## config.mk

```make
export PLATFORM = sky130hd
export DESIGN_NAME = gpio_wake_port
export DESIGN_NICKNAME = d
export VERILOG_FILES = /design/src/rtl/gpio_wake_pkg.sv /design/src/rtl/gpio_sync.sv /design/src/rtl/gpio_wake_filter.sv /design/src/rtl/gpio_wake_port.sv
export SDC_FILE = /design/constraint.sdc
export NUM_CORES = 1
export LEC_CHECK = 0
export BUFFER_PORTS_ARGS = -buffer_cell sky130_fd_sc_hd__buf_4
export CAP_MARGIN = 20
export CORE_MARGIN = 2
export CORE_UTILIZATION = 59
export CTS_BUF_LIST = sky130_fd_sc_hd__clkbuf_16
export CTS_CLUSTER_DIAMETER = 120
export DETAILED_ROUTE_END_ITERATION = 10
export PLACE_DENSITY = 0.79
export SYNTH_ARGS = -nofsm -noshare
export SYNTH_HDL_FRONTEND = slang
export SYNTH_SLANG_ARGS = --single-unit
```

## constraint.sdc

```tcl
create_clock -name clk -period 2.2 [get_ports clk]
set_input_delay 0 -clock clk [delete_from_list [all_inputs] [get_ports clk]]
set_output_delay 0 -clock clk [all_outputs]
set_load 0.03 [all_outputs]
```

## src/rtl/gpio_wake_pkg.sv

```systemverilog
package gpio_wake_pkg;
  localparam int ADDR_W = 3;

  typedef enum logic [ADDR_W-1:0] {
    REG_DIR  = 3'd0,
    REG_INV  = 3'd1,
    REG_DATA = 3'd2,
    REG_WCTL = 3'd3,
    REG_WSTS = 3'd4
  } gpio_reg_e;

  // Number of set bits in a mask.
  function automatic int mask_count(input logic [31:0] mask, input int width);
    int n = 0;
    for (int b = 0; b < width; b++) n += int'(mask[b]);
    return n;
  endfunction

  // Position of pin idx among the set bits of mask.
  function automatic int mask_slot(input logic [31:0] mask, input int idx);
    int n = 0;
    for (int b = 0; b < idx; b++) n += int'(mask[b]);
    return n;
  endfunction
endpackage

```

## src/rtl/gpio_sync.sv

```systemverilog
module gpio_sync #(
  parameter int WIDTH = 8
) (
  input  logic             clk,
  input  logic             rst,
  input  logic [WIDTH-1:0] async_in,
  output logic [WIDTH-1:0] sync_out
);
  logic [WIDTH-1:0] stage1_q, stage2_q;

  always_ff @(posedge clk) begin
    if (rst) begin
      stage1_q <= '0;
      stage2_q <= '0;
    end else begin
      stage1_q <= async_in;
      stage2_q <= stage1_q;
    end
  end

  assign sync_out = stage2_q;
endmodule

```

## src/rtl/gpio_wake_filter.sv

```systemverilog
module gpio_wake_filter #(
  parameter int DEB_CYCLES = 16
) (
  input  logic clk,
  input  logic rst,
  input  logic level_in,
  input  logic bypass,
  input  logic enable,
  output logic event_out
);
  localparam int CW = (DEB_CYCLES < 2) ? 1 : $clog2(DEB_CYCLES);
  localparam logic [CW-1:0] LAST = CW'(DEB_CYCLES - 1);

  logic [CW-1:0] cnt_q;
  logic          filt_q;
  logic          prev_q;
  logic          evt_q;
  logic          eff;

  assign eff = bypass ? level_in : filt_q;

  always_ff @(posedge clk) begin
    if (rst) begin
      cnt_q  <= '0;
      filt_q <= 1'b0;
      prev_q <= 1'b0;
      evt_q  <= 1'b0;
    end else begin
      if (level_in == filt_q) begin
        cnt_q <= '0;
      end else if (cnt_q == LAST) begin
        filt_q <= level_in;
        cnt_q  <= '0;
      end else begin
        cnt_q <= cnt_q + 1'b1;
      end
      prev_q <= eff;
      evt_q  <= enable && (eff != prev_q);
    end
  end

  assign event_out = evt_q;

  // the filtered level only ever moves to the level the input had
  a_r8_filter_tracks_input: assert property (@(posedge clk) disable iff (rst)
    (filt_q != $past(filt_q)) |-> (filt_q == $past(level_in)));

  // an event is only raised while the pin's wake enable is set
  a_r7_event_needs_enable: assert property (@(posedge clk) disable iff (rst)
    event_out |-> $past(enable));
endmodule

```

## src/rtl/gpio_wake_port.sv

```systemverilog
module gpio_wake_port
  import gpio_wake_pkg::*;
#(
  parameter int          WIDTH     = 8,
  parameter logic [31:0] WAKE_MASK = 32'h0000_0023,
  parameter int          CLK_KHZ   = 25000,
  parameter int          DEB_MS    = 16
) (
  input  logic              clk,
  input  logic              rst,
  input  logic              cfg_we,
  input  logic [ADDR_W-1:0] cfg_addr,
  input  logic [WIDTH-1:0]  cfg_wdata,
  output logic [WIDTH-1:0]  cfg_rdata,
  input  logic [WIDTH-1:0]  pin_in,
  output logic [WIDTH-1:0]  pin_out,
  output logic [WIDTH-1:0]  pin_oe,
  output logic              wake_pulse
);
  localparam int NW         = mask_count(WAKE_MASK, WIDTH);
  localparam int BYP_LSB    = 4;
  localparam int DEB_CYCLES = CLK_KHZ * DEB_MS;

  logic [WIDTH-1:0] dir_q, inv_q, data_q;
  logic [NW-1:0]    wen_q, byp_q, status_q;
  logic [NW-1:0]    wake_evt, clr_mask;
  logic [WIDTH-1:0] sync_pins, level, ctrl_view, read_mux;

  gpio_sync #(.WIDTH(WIDTH)) u_sync (
    .clk(clk), .rst(rst), .async_in(pin_in), .sync_out(sync_pins)
  );

  assign level = sync_pins ^ inv_q;

  generate
    for (genvar i = 0; i < WIDTH; i++) begin : g_pin
      if (WAKE_MASK[i]) begin : g_wake
        localparam int K = mask_slot(WAKE_MASK, i);
        gpio_wake_filter #(.DEB_CYCLES(DEB_CYCLES)) u_filt (
          .clk(clk), .rst(rst), .level_in(level[i]),
          .bypass(byp_q[K]), .enable(wen_q[K]), .event_out(wake_evt[K])
        );
      end
    end
  endgenerate

  always_comb begin
    ctrl_view = '0;
    ctrl_view[NW-1:0] = wen_q;
    ctrl_view[BYP_LSB +: NW] = byp_q;
  end

  assign clr_mask = (cfg_we && cfg_addr == REG_WSTS) ? cfg_wdata[NW-1:0] : '0;

  always_ff @(posedge clk) begin
    if (rst) begin
      dir_q    <= '1;
      inv_q    <= '0;
      data_q   <= '0;
      wen_q    <= '0;
      byp_q    <= '0;
      status_q <= '0;
    end else begin
      if (cfg_we) begin
        case (cfg_addr)
          REG_DIR:  dir_q  <= cfg_wdata;
          REG_INV:  inv_q  <= cfg_wdata;
          REG_DATA: data_q <= cfg_wdata;
          REG_WCTL: begin
            wen_q <= cfg_wdata[NW-1:0];
            byp_q <= cfg_wdata[BYP_LSB +: NW];
          end
          default: ;
        endcase
      end
      status_q <= (status_q & ~clr_mask) | wake_evt;
    end
  end

  always_comb begin
    case (cfg_addr)
      REG_DIR:  read_mux = dir_q;
      REG_INV:  read_mux = inv_q;
      REG_DATA: read_mux = (data_q & ~dir_q) | (level & dir_q);
      REG_WCTL: read_mux = ctrl_view;
      REG_WSTS: read_mux = {{(WIDTH-NW){1'b0}}, status_q};
      default:  read_mux = '0;
    endcase
  end

  always_ff @(posedge clk) begin
    if (rst) cfg_rdata <= '0;
    else     cfg_rdata <= read_mux;
  end

  assign pin_out    = data_q ^ inv_q;
  assign pin_oe     = ~dir_q;
  assign wake_pulse = |wake_evt;

  // a direction write shows on the enables one cycle later, inverted
  a_r3_oe_after_dir_write: assert property (@(posedge clk) disable iff (rst)
    (cfg_we && cfg_addr == REG_DIR) |=> (pin_oe == ~$past(cfg_wdata)));

  // a wake pulse always leaves at least one status bit set
  a_r10_pulse_sets_status: assert property (@(posedge clk) disable iff (rst)
    wake_pulse |=> (status_q != '0));

  generate
    for (genvar k = 0; k < NW; k++) begin : g_sts_chk
      // a status bit only rises after its own event
      a_r10_status_from_event: assert property (@(posedge clk) disable iff (rst)
        $rose(status_q[k]) |-> $past(wake_evt[k]));
      // writing 1 clears the bit unless a new event arrives
      a_r11_w1c_clears: assert property (@(posedge clk) disable iff (rst)
        (cfg_we && cfg_addr == REG_WSTS && cfg_wdata[k] && !wake_evt[k]) |=> !status_q[k]);
    end
  endgenerate
endmodule

```

==> impl_metrics.env <==
export IMPL_synth_ff_type="dfxtp_1"
export IMPL_clk_latency_ns=0.40
export IMPL_relSlewSlack_pct=54.8
export IMPL_regArea_sq_um=2460
export IMPL_grt_use_total_pct=25.5
export IMPL_startpoint_type="flop"
export IMPL_grt_max_degree=38
export IMPL_cts_htree_levels=4
export IMPL_num_rows=34
export IMPL_postLayoutCellArea_sq_um=6580
export IMPL_synth_nets=623
export IMPL_p_per_area_nw_per_um2=808
export IMPL_setup_viol=0
export IMPL_reg2reg_from="g_pin[5].g_wake.u_filt.cnt_q[7]"
export IMPL_yosys_register_bits=123
export IMPL_regToRegEndpoint="g_pin[5].g_wake.u_filt.cnt_q[17]"
export IMPL_gp_congestion=0.938
export IMPL_tightest_slew_ns=0.672
export IMPL_critPathCaptureType="flop"
export IMPL_root_buffer="clkbuf_16"
export IMPL_fin_nets=705
export IMPL_p_total_mw=5.32
export IMPL_io_pins=47
export IMPL_dp_hpwl_microns=7860
export IMPL_core_area_sq_um=8680
export IMPL_areaGrowthSynthToFinish_pct=25.5
export IMPL_hold_path_class="input pin to flop"
export IMPL_clk_pin_slew_ns=0.06
export IMPL_power_frac_seq_pct=43.0
export IMPL_clockBufferDepth=2
export IMPL_fin_cells=801
export IMPL_via_per_inst=5.69
export IMPL_multi_input_area_sq_um=2630
export IMPL_crit_arrival_ns=2.27
export IMPL_maxCapViolations=0
export IMPL_ir_worst_vdd_mv=0.533
export IMPL_power_switching_mw=1.23
export IMPL_hold_ws_ns=0.0698
export IMPL_crit_required_ns=2.53
export IMPL_dieHeight_microns=98.3
export IMPL_routed_via_count=4559
export IMPL_initial_core_util_pct=60.4
export IMPL_min_from="cfg_addr[0]"
export IMPL_rrSetupSlack_ns=0.27
export IMPL_numPortBuffers=46
export IMPL_diodes=0
export IMPL_fin_crit_sh_pct=87.9
export IMPL_drc=0
export IMPL_final_setup_skew_ns=0.00523
export IMPL_placedCellCount=745
export IMPL_antenna_found_initial=0
export IMPL_grt_overflow=0
export IMPL_synth_edff_count=0
export IMPL_grt_pass1_vias=4390
export IMPL_status="finished, final reports clean"
export IMPL_cts_sinks=123
export IMPL_p_int_mw=4.09
export IMPL_min_to="cfg_rdata[4]"
export IMPL_min_path_cells=3
export IMPL_cts_tree="built"
export IMPL_rsz0062_at_grt="no"
export IMPL_syn_area_per_cell_sq_um=8.77
export IMPL_final_hold_violation_count=0
export IMPL_ys_seq_area_share_pct=47.0
export IMPL_syn_inst=598
export IMPL_dieArea_sq_um=9660
export IMPL_finalWirelength_microns=11800
export IMPL_synthArstFlopShare_pct=0
export IMPL_fmax_mhz=517
export IMPL_reg2regPathDepth=4
export IMPL_drv_slew=0
export IMPL_cp_max_fo=6
export IMPL_post_route_min_period_ns=1.93
export IMPL_grt_pass1_wl_microns=20000
export IMPL_switching_share_pct=23.2
export IMPL_cts_buffers=17
export IMPL_post_cts_buffers=0
export IMPL_synth_area_sq_um=5240
export IMPL_synthDistinctLibCells=46
export IMPL_power_leakage_nw=2.43
export IMPL_comb_power_share_pct=5.8
export IMPL_power_frac_clock_pct=51.2
export IMPL_synth_warnings=0
export IMPL_nFillCells=613
export IMPL_layout_drive_gt1_share_pct=15.0
export IMPL_fin_tns_setup_ns=0
export IMPL_ant_nets=0
export IMPL_drt_pass1_iter_count=5
export IMPL_postPlaceCellArea_sq_um=5750
export IMPL_drtIter0Drc=198
export IMPL_crit_type="flop to flop"
export IMPL_die_w_microns=98.3
export IMPL_avgRoutedWirePerCell_microns=14.7
==> cells in the final DEF, fill, tap and decap left out, types with 4 or more instances in the layout <==
cell type        n
a211o_1          8
o21bai_1         5
nor2b_1         21
nor4_1          14
a221oi_1         6
nor4bb_1         4
inv_1           19
nand2_1         52
clkinv_4         5
nand3_1         26
and3_1           4
o21ai_0          5
nor3_1          14
clkbuf_16       17
buf_4           60
nor2_1          92
mux2_2           5
nor3b_1          4
nor4b_1          4
o211ai_1         4
and4_1           4
dlygate4sd3_1   24
xnor2_1         37
mux2i_1         13
xor2_1          22
dfxtp_1        123
clkinvlp_4       5
a211oi_1         6
a21oi_1         34
nand4_1         20
==> cell type report <==
cell class                 instances  area share (%)
tap                              108            2.05
clock buffer                      17            6.47
inverter                          19            1.08
sequential                       123            37.4
clock inverter                    15            2.55
timing repair buffer              84            10.5
multi-input combinational        435            39.9
==> registers in the layout, indices dropped and copies added, names as in the netlist <==
register,count
byp_q,3
cfg_rdata,8
data_q,8
dir_q,8
g_pin.g_wake.u_filt.cnt_q,57
g_pin.g_wake.u_filt.event_out,3
g_pin.g_wake.u_filt.filt_q,3
g_pin.g_wake.u_filt.prev_q,3
inv_q,8
status_q,3
u_sync.stage1_q,8
u_sync.sync_out,8
wen_q,3
==> repair_timing <==
action                    CTS  global route
gates resized for setup     0             0
hold buffers               24             0
hold endpoints to repair   53             0
==> cell usage after synthesis (5+ instances only) <==
| cell | number | share of area (%) |
|---|---|---|
| dfxtp_1 | 123 | 47 |
| nor2_1 | 92 | 6.6 |
| nand2_1 | 52 | 3.7 |
| xnor2_1 | 37 | 6.2 |
| a21oi_1 | 34 | 3.2 |
| nand3_1 | 26 | 2.5 |
| xor2_1 | 22 | 3.7 |
| nor2b_1 | 21 | 2.5 |
| nand4_1 | 20 | 2.4 |
| inv_1 | 19 | 1.4 |
| clkbuf_1 | 17 | 1.2 |
| nor3_1 | 14 | 1.3 |
| nor4_1 | 14 | 1.7 |
| mux2i_1 | 13 | 2.5 |
| a211o_1 | 8 | 1.3 |
| a211oi_1 | 6 | 0.86 |
| a221oi_1 | 6 | 1.0 |
| mux2_2 | 5 | 1.1 |
| o21ai_0 | 5 | 0.48 |
| o21bai_1 | 5 | 0.72 |
==> routing by layer <==
metal / share of wire, % / GRT usage, % / vias to the layer above
li1: - / - / 2249
met1: 43 / 30.5 / 2143
met2: 50 / 44.1 / 143
met3: 4.8 / 6.59 / 24
met4: 1.9 / 9.91 / 0
met5: 0 / 0 / -
==> how the worst max path moves through the flow <==
| stage | start | endpoint | slack (ns) | depth (start not counted) |
|---|---|---|---|---|
| final | g_pin[5].g_wake.u_filt.cnt_q[7] | g_pin[5].g_wake.u_filt.cnt_q[17] | 0.27 | 4 |
| after global routing | g_pin[1].g_wake.u_filt.cnt_q[0] | g_pin[1].g_wake.u_filt.cnt_q[18] | 0.14 | 5 |
| after CTS | g_pin[5].g_wake.u_filt.cnt_q[7] | g_pin[5].g_wake.u_filt.cnt_q[17] | 0.27 | 4 |
| after detailed placement | g_pin[5].g_wake.u_filt.cnt_q[7] | g_pin[5].g_wake.u_filt.cnt_q[17] | 0.27 | 4 |
| after global placement | g_pin[5].g_wake.u_filt.cnt_q[0] | g_pin[5].g_wake.u_filt.cnt_q[18] | 0.35 | 5 |
| after floorplan | g_pin[5].g_wake.u_filt.cnt_q[0] | g_pin[5].g_wake.u_filt.cnt_q[10] | 0.41 | 6 |
==> cells by family after synthesis <==
group / count (synthesis) / share of synthesized area (%)
AO/OA/AOI/OAI: 77 / 9.52
XOR/XNOR: 59 / 9.86
adder cells (fa/ha/maj): 3 / 0.716
buffers and inverters: 40 / 2.91
flip-flops: 123 / 47.0
multiplexers: 18 / 3.56
AND/OR/NAND/NOR: 278 / 26.5
==> worst max-delay path, cell delays in order (launching register included) <==
cell and delay (ns):
dfxtp_1 0.44, nand4_2 0.19, or4_4 0.55, or4_1 0.52
a21oi_1 0.17
==> metrics by stage <==
step / setup slack, ns / utilization (%)
2_1_floorplan: 0.407 / -
3_3_place_gp: 0.353 / 66.2
3_5_place_dp: 0.273 / 66.2
4_1_cts: 0.273 / 75.8
5_1_grt: 0.144 / 75.8
6_report: 0.266 / 75.8
==> power by group through the flow <==
stage               registers (mW)  logic [mW]  clock network (mW)
global route                  2.29       0.334                2.87
finish                        2.29       0.308                2.72
global placement              2.33       0.265                   0
CTS                           2.29       0.307                2.76
floorplan                     2.34       0.149                   0
detailed placement            2.33       0.271                   0
(Power assumes the default switching activity.)
